[src/rtl/smbh_pkg.sv]
package smbh_pkg;

    localparam int DW = 8;

    typedef enum logic [2:0] {
        PR_QUICK = 3'd0,
        PR_BYTE  = 3'd1,
        PR_BDATA = 3'd2,
        PR_WORD  = 3'd3,
        PR_BLOCK = 3'd5
    } proto_e;

    localparam logic [2:0] OFS_STAT = 3'd0;
    localparam logic [2:0] OFS_CTL  = 3'd2;
    localparam logic [2:0] OFS_CMD  = 3'd3;
    localparam logic [2:0] OFS_ADDR = 3'd4;
    localparam logic [2:0] OFS_D0   = 3'd5;
    localparam logic [2:0] OFS_D1   = 3'd6;
    localparam logic [2:0] OFS_BLK  = 3'd7;

    localparam int START_BIT = 6;

    typedef struct packed {
        logic [4:0]    ctl;
        logic [DW-1:0] cmd;
        logic [DW-1:0] addr;
        logic [DW-1:0] d0;
        logic [DW-1:0] d1;
        logic [2:0]    proto;
        logic          busy;
        logic          done;
        logic          fail;
    } hc_regs_t;

    function automatic logic proto_legal(input logic [2:0] code);
        return (code == PR_QUICK) || (code == PR_BYTE) || (code == PR_BDATA) ||
               (code == PR_WORD)  || (code == PR_BLOCK);
    endfunction

endpackage

[src/rtl/smbh_proto_dec.sv]
module smbh_proto_dec
    import smbh_pkg::*;
(
    input  logic [2:0] code,
    output logic       is_block,
    output logic       ld_d0,
    output logic       ld_d1
);
    // Which data registers a completed read refreshes, per protocol.
    always_comb begin
        is_block = 1'b0;
        ld_d0    = 1'b0;
        ld_d1    = 1'b0;
        unique case (code)
            PR_BYTE, PR_BDATA: ld_d0 = 1'b1;
            PR_WORD: begin
                ld_d0 = 1'b1;
                ld_d1 = 1'b1;
            end
            PR_BLOCK: begin
                is_block = 1'b1;
                ld_d0    = 1'b1;
            end
            default: ;
        endcase
    end
endmodule

[src/rtl/smbh_blkbuf.sv]
module smbh_blkbuf #(
    parameter int DEPTH = 32,
    parameter int W     = 8,
    localparam int IW   = $clog2(DEPTH)
) (
    input  logic          clk,
    input  logic          we,
    input  logic [IW-1:0] idx,
    input  logic [W-1:0]  wdata,
    output logic [W-1:0]  rdata
);
    logic [W-1:0] mem_q [DEPTH];

    always_ff @(posedge clk) begin
        if (we) mem_q[idx] <= wdata;
    end

    assign rdata = mem_q[idx];
endmodule

[src/rtl/smbus_host_regs.sv]
module smbus_host_regs
    import smbh_pkg::*;
#(
    parameter int BUF_DEPTH = 32
) (
    input  logic       clk,
    input  logic       rst_n,
    input  logic [2:0] reg_addr,
    input  logic       reg_wr,
    input  logic       reg_rd,
    input  logic [7:0] reg_wdata,
    output logic [7:0] reg_rdata,
    output logic       req_valid,
    output logic [2:0] req_proto,
    output logic       req_read,
    output logic [6:0] req_target,
    output logic [7:0] req_cmd,
    output logic [7:0] req_wd0,
    output logic [7:0] req_wd1,
    input  logic       req_ack,
    input  logic [7:0] rsp_byte0,
    input  logic [7:0] rsp_byte1,
    input  logic       blk_step,
    input  logic [7:0] blk_rdata,
    output logic [7:0] blk_wdata
);
    localparam int IW = $clog2(BUF_DEPTH);
    localparam logic [IW-1:0] IDX_LAST = IW'(BUF_DEPTH - 1);

    hc_regs_t      q, n;
    logic [IW-1:0] idx_q, idx_d, idx_inc;
    logic          run_block, run_ld0, run_ld1;
    logic          port_blk, eng_step, buf_we;
    logic [7:0]    buf_wdata, buf_rdata;

    smbh_proto_dec u_dec (
        .code     (q.proto),
        .is_block (run_block),
        .ld_d0    (run_ld0),
        .ld_d1    (run_ld1)
    );

    assign idx_inc  = (idx_q == IDX_LAST) ? '0 : idx_q + 1'b1;
    assign port_blk = !q.busy && (reg_wr || reg_rd) && (reg_addr == OFS_BLK);
    assign eng_step = q.busy && run_block && blk_step;
    assign buf_we   = (eng_step && q.addr[0]) ||
                      (!q.busy && reg_wr && (reg_addr == OFS_BLK));
    assign buf_wdata = q.busy ? blk_rdata : reg_wdata;

    smbh_blkbuf #(.DEPTH(BUF_DEPTH), .W(DW)) u_buf (
        .clk   (clk),
        .we    (buf_we),
        .idx   (idx_q),
        .wdata (buf_wdata),
        .rdata (buf_rdata)
    );

    always_comb begin
        n     = q;
        idx_d = idx_q;
        if (reg_wr) begin
            unique case (reg_addr)
                OFS_STAT: begin
                    if (reg_wdata[1]) n.done = 1'b0;
                    if (reg_wdata[2]) n.fail = 1'b0;
                end
                OFS_CTL: if (!q.busy) begin
                    n.ctl = reg_wdata[4:0];
                    if (reg_wdata[START_BIT]) begin
                        idx_d = '0;
                        if (proto_legal(reg_wdata[4:2])) begin
                            n.busy  = 1'b1;
                            n.proto = reg_wdata[4:2];
                        end else begin
                            n.fail = 1'b1;
                        end
                    end
                end
                OFS_CMD:  n.cmd  = reg_wdata;
                OFS_ADDR: n.addr = reg_wdata;
                OFS_D0:   n.d0   = reg_wdata;
                OFS_D1:   n.d1   = reg_wdata;
                default: ;
            endcase
        end
        if (port_blk || eng_step) idx_d = idx_inc;
        if (q.busy && req_ack) begin
            n.busy = 1'b0;
            n.done = 1'b1;
            if (q.addr[0]) begin
                if (run_ld0) n.d0 = rsp_byte0;
                if (run_ld1) n.d1 = rsp_byte1;
            end
        end
    end

    always_ff @(posedge clk) begin
        if (!rst_n) begin
            q     <= '0;
            idx_q <= '0;
        end else begin
            q     <= n;
            idx_q <= idx_d;
        end
    end

    always_comb begin
        unique case (reg_addr)
            OFS_STAT: reg_rdata = {5'b0, q.fail, q.done, q.busy};
            OFS_CTL:  reg_rdata = {3'b0, q.ctl};
            OFS_CMD:  reg_rdata = q.cmd;
            OFS_ADDR: reg_rdata = q.addr;
            OFS_D0:   reg_rdata = q.d0;
            OFS_D1:   reg_rdata = q.d1;
            OFS_BLK:  reg_rdata = buf_rdata;
            default:  reg_rdata = '0;
        endcase
    end

    assign req_valid  = q.busy;
    assign req_proto  = q.proto;
    assign req_read   = q.addr[0];
    assign req_target = q.addr[7:1];
    assign req_cmd    = q.cmd;
    assign req_wd0    = q.d0;
    assign req_wd1    = q.d1;
    assign blk_wdata  = buf_rdata;


    start_launch_chk: assert property (@(posedge clk) disable iff (!rst_n)
        (reg_wr && reg_addr == OFS_CTL && reg_wdata[START_BIT] && !req_valid &&
         proto_legal(reg_wdata[4:2]))
        |=> (req_valid && req_proto == $past(reg_wdata[4:2])));


    req_hold_chk: assert property (@(posedge clk) disable iff (!rst_n)
        (req_valid && !req_ack) |=> req_valid);


    ack_done_chk: assert property (@(posedge clk) disable iff (!rst_n)
        (req_valid && req_ack) |=> (!req_valid && q.done));


    bad_code_chk: assert property (@(posedge clk) disable iff (!rst_n)
        (reg_wr && reg_addr == OFS_CTL && reg_wdata[START_BIT] && !req_valid &&
         !proto_legal(reg_wdata[4:2]))
        |=> (!req_valid && q.fail));


    ctl_read_chk: assert property (@(posedge clk) disable iff (!rst_n)
        (reg_addr == OFS_CTL) |-> (reg_rdata[7:5] == 3'b0));


    idx_wrap_chk: assert property (@(posedge clk) disable iff (!rst_n)
        (idx_q == IDX_LAST && (port_blk || eng_step) && !(reg_wr && reg_addr == OFS_CTL))
        |=> (idx_q == '0));


    busy_ctl_chk: assert property (@(posedge clk) disable iff (!rst_n)
        (req_valid && !req_ack) |=> $stable(req_proto));
endmodule

[config.mk]
export PLATFORM = sky130hd
export DESIGN_NAME = smbus_host_regs
export DESIGN_NICKNAME = d
export VERILOG_FILES = /design/src/rtl/smbh_pkg.sv /design/src/rtl/smbh_proto_dec.sv /design/src/rtl/smbh_blkbuf.sv /design/src/rtl/smbus_host_regs.sv
export SDC_FILE = /design/constraint.sdc
export NUM_CORES = 1
export LEC_CHECK = 0
export BUFFER_PORTS_ARGS = -buffer_cell sky130_fd_sc_hd__clkbuf_2
export CAP_MARGIN = 20
export CORE_MARGIN = 2
export CORE_UTILIZATION = 60
export CTS_CLUSTER_SIZE = 28
export DETAILED_ROUTE_END_ITERATION = 10
export PLACE_DENSITY = 0.81
export SLEW_MARGIN = 20
export SYNTH_ARGS = -nofsm -noshare
export SYNTH_HDL_FRONTEND = slang
export SYNTH_SLANG_ARGS = --single-unit
[constraint.sdc]
create_clock -name clk -period 2.95 [get_ports clk]
set_input_delay 0.1475 -clock clk [delete_from_list [all_inputs] [get_ports clk]]
set_output_delay 0.1475 -clock clk [all_outputs]
set_load 0.1 [all_outputs]
Word level (Yosys, flattened, before mapping):

Memories as Yosys holds them, arrays and structs flattened. A register that Yosys moved wholly into a read port is not among the register bits.
Index checks and enable logic that the tools add are counted.

* memories: 1
* memory bits (writable): 256
* bits of input ports: 41
* output and inout port bits: 52
* logic and storage cells: 103
* register bits: 48

Memory list
* u_buf.mem_q: words 32, width 8, read ports 1, clocked after Yosys merged registers in 1, wr ports 1, RTL line smbh_blkbuf.sv:12 `logic [W-1:0] mem_q [DEPTH];`

* add/sub/neg operators: 1
* bitwise logic cells: 2
* mux-type cells: 34
* reduce and logical (&&, ||, !) cells: 35
* equal/unequal tests: 20

Operators by type and width (count)
* 8-bit one-hot mux with 7 select lines: 1
* 5-bit two-way mux: 8
* 8-bit two-way mux: 5
* 16-bit two-way mux: 2
* 22-bit two-way mux: 1
* 3-bit by 2-bit equality test with 1-bit output, second input constant: 6
* 3-bit equality test, second input constant: 6
* 4-bit two-way mux: 4
* 2-bit nonzero test: 7
* 1-bit two-way mux: 12
* 1-bit logical AND: 8
* 2-bit inequality test, second input constant: 4
* 1-bit logical OR: 7
* 3-bit by 1-bit equality test with 1-bit output, second input constant: 2
* 3-bit logical NOT: 2
* 2-bit AND reduction: 3
* 3-bit AND reduction: 2
* 6-bit AND reduction: 1
* 5-bit by 1-bit adder with 5-bit output, second input constant: 1
* 5-bit equality test, second input constant: 1
* 5-bit AND reduction: 1
* 4-bit AND reduction: 1
* 4-bit OR reduction: 1
* 2-bit by 1-bit inequality test with 1-bit output, second input constant: 1
* other kinds (4): 5

Depth between registers and ports, before layout:

* word-level depth: 13
* gate-level depth with buffers: 7

Cells and area by module:

From an unflattened synthesis, not the netlist that was laid out.

* cells, all modules: 901
* area, all modules: 13048.8 um2

By module, submodules not included
* smbh_blkbuf: area an instance 10045.9 um2, cells each 568, instances 1, seq. area each 7687.4 um2
* smbus_host_regs: area an instance 2979.1 um2, cells each 327, instances 1, seq. area each 960.9 um2
* smbh_proto_dec: area an instance 23.8 um2, cells each 6, instances 1, seq. area each 0.0 um2

Worst setup path before layout:

No wires, ideal clock.

* kind: reg2out
* start point: register with a tool-made name
* end point: output reg_rdata[2]
* data required time: 2803 ps
* cell stages (with the launch flop): 8
* slack: -1039 ps
* data arrival time: 3842 ps
* cells stage by stage: dfxtp_1 > buf_4 > buf_6 > mux2i_1 > a22oi_1 > a21oi_1 > nor4_2 > a221o_1

RTL lines
* end, declared: RTL line smbus_host_regs.sv:12 `output logic [7:0] reg_rdata,`

==> results.json <==
{
  "status": "completed",
  "layout.nets": 1070,
  "fillCellCount": 1314,
  "num_rows": 54,
  "post-route-period-util_pct": 98.6,
  "grt.overflow.total": 0,
  "wl_per_cell_um": 24.4,
  "die_area_um2": 23200,
  "min_period_ps": 2910,
  "slew_headroom_pct": 39.1,
  "worstSetupPathType": "reg -> out",
  "hold_class": "in -> reg",
  "coreArea_um2": 21700,
  "crit_fanout": 15,
  "synth_xor_area_share_pct": 0,
  "synthSimpleGateAreaFrac_pct": 6.40,
  "ys_warn_count": 0,
  "synth_mux_area_share_pct": 13.7,
  "portBuffers": 92,
  "cts_tree": "built",
  "hold_slack_ps": 52.8,
  "setup_violations": 0,
  "arrival_ps": 2760,
  "numCtsBuffers": 31,
  "synth_edf_count": 256,
  "max_cap_violations": 0,
  "clk_path_buf_depth": 3,
  "drt_iter0_markers": 977,
  "synth-main-ff-cell": "edfxtp_1",
  "io_pins": 93,
  "synthAdderAreaFrac_pct": 0.474,
  "drc": 0,
  "final_area_um2": 15700,
  "worstMarginPinSlew_ps": 914,
  "crit_path_end_kind": "primary output",
  "regToRegSetupSlack_ps": 550,
  "hold_viol": 0,
  "die_w_um": 152,
  "dp_slack_ps": 381,
  "hold_depth": 3,
  "reg2reg_to": "u_buf.mem_q[6][1]$_DFFE_PP_",
  "initial_core_util_pct": 60.8,
  "yosys_register_bits": 309,
  "ctsHtreeMaxLevel": 1,
  "multi_input_area_um2": 4080,
  "hp-start": "reg_wdata[6]",
  "required_ps": 2800,
  "powerDensity_nw_per_um2": 588,
  "regToRegStartpoint": "req_valid$_SDFFE_PP0P_",
  "synth_fp_nets": 952,
  "async_flop_share_pct": 0,
  "yosysSeqAreaShare_pct": 66.3,
  "synth_top_family_by_area": "multiplexers",
  "die_h_um": 152,
  "dpl.hpwl_um": 19400,
  "layout_setup_ws_ps": 42.1,
  "final_cell_mix": "256 x edfxtp_1, 170 x mux2i_1, 76 x clkbuf_2, 66 x a22oi_1, 52 x dfxtp_1",
  "final.setup_skew_ps": 12.0,
  "maxSlewViolCount": 0,
  "design_power_total_mw": 9.22,
  "gr-usage-all-layers_pct": 27.7,
  "grt_pass1_vias": 8421,
  "ant_nets": 0,
  "max_freq_mhz": 344,
  "final_common_cell": "edfxtp_1",
  "firstDrtPassIters": 6,
  "yosysUniqueCellTypes": 46,
  "antennaDiodeCount": 0,
  "r2r_cells": 6,
  "grt_max_degree": 49,
  "synth_area_um2": 13200,
  "leakagePower_nw": 5.54,
  "synth_compound_area_share_pct": 8.69,
  "crit_path_start_kind": "flop",
  "vias": 8324,
  "avgSynthCellArea_um2": 14.6,
  "clock_sinks": 309,
  "area_growth_pct": 18.9,
  "ir_worst_vdd_mv": 0.666,
  "antenna_found_initial": 0,
  "holdPathEnd": "req_cmd[6]$_SDFFE_PN0P_",
  "drt_wl_total_um": 32400,
  "clk_pin_slew_worst_paths_ps": 60,
  "place_congestion": 0.873,
  "root_buffer": "clkbuf_16",
  "post-route-util_pct": 72.3,
  "place_area_um2": 14300,
  "seq_area_um2": 8750,
  "vias_per_cell": 6.26,
  "insertion_delay_ps": 560,
  "synthCells": 906,
  "grt_first_pass_wirelength_um": 49300,
  "layout-drive-gt1-share_pct": 23.4
}
-- cell families after synthesis --
logic type | after synthesis
and+or+nand+nor | 161
AOI/OAI and AO/OA | 157
adders and majority gates | 5
DFF | 309
buffers and inverters | 96
muxes | 178
-- state kept, by name, summed over array words and instances (netlist names), named ones only --
register,cells
req_read,1
req_wd1,8
q,7
req_proto,3
req_cmd,8
idx_q,5
u_buf.mem_q,256
req_wd0,8
req_target,7
req_valid,1
-- cell usage after synthesis, drive strengths merged, types with 4 or more instances --
cell	number	area [um2]
buf	66	472
nand2	50	188
edfxtp	256	7690
nor2b	22	138
o21ai	7	35.0
dfxtp	53	1060
inv	9	33.8
nor2	46	173
a221o	7	70.1
nor4	8	100
a22oi	66	495
a21boi	11	82.6
clkbuf	21	78.8
o211a	16	160
nand3b	4	30.0
a21oi	34	170
mux2i	170	1700
nand2b	6	37.5
mux2	7	78.8
a22o	4	35.0
nand3	7	35.0
ha	5	62.6
-- per-stage QoR --
step           instances  TNS (ps)
2_1_floorplan        906         0
3_3_place_gp        1242         0
3_5_place_dp        1242         0
4_1_cts             1329         0
5_1_grt             1329     -7.55
6_report            1329         0
-- power by group --
part | switching [mW] | internal (mW) | total (mW)
Sequential | 0.0152 | 4.74 | 4.75
Combinational | 0.404 | 0.206 | 0.610
Clock | 1.62 | 2.24 | 3.86
-- worst max-delay path by stage --
stage	start	to	slack [ps]	depth (start not counted)
global route	flop	reg_rdata[3]	-8	7
CTS	flop	reg_rdata[0]	30	7
finish	flop	reg_rdata[4]	40	7
global placement	flop	reg_rdata[0]	370	7
detailed placement	flop	reg_rdata[0]	380	7
floorplan	flop	reg_rdata[2]	10	7
-- per-layer routing --
layer	wire [um]	global-route usage (%)
met1	12800	37.6
met2	15900	45.3
met3	2490	5.26
met4	1280	10.2
met5	0	0
-- layout make-up --
| cell class | count | share of cell area, % |
|---|---|---|
| timing repair buffer | 172 | 9.30 |
| clock buffer | 44 | 5.58 |
| clock inverter | 14 | 0.870 |
| multi-input combinational | 501 | 26.0 |
| sequential | 309 | 55.8 |
| inverter | 9 | 0.215 |
| tap | 280 | 2.23 |
-- repair_timing --
item	CTS	global route
endpoints found under the setup margin	7	7
setup buffers	3	0
hold endpoints to repair	34	0
hold buffers	24	0
gates cloned	2	1
pin swaps	4	3
gates resized for setup	16	4
-- worst max-delay path, stage by stage (launching register included) --
cell     delay [ps]
dfxtp_4         440
buf_6           240
mux2i_1         240
a22oi_1         160
a21oi_2         350
nor4_4          120
a221o_4         460
buf_12          170
Power figures use the tool's default switching activity.
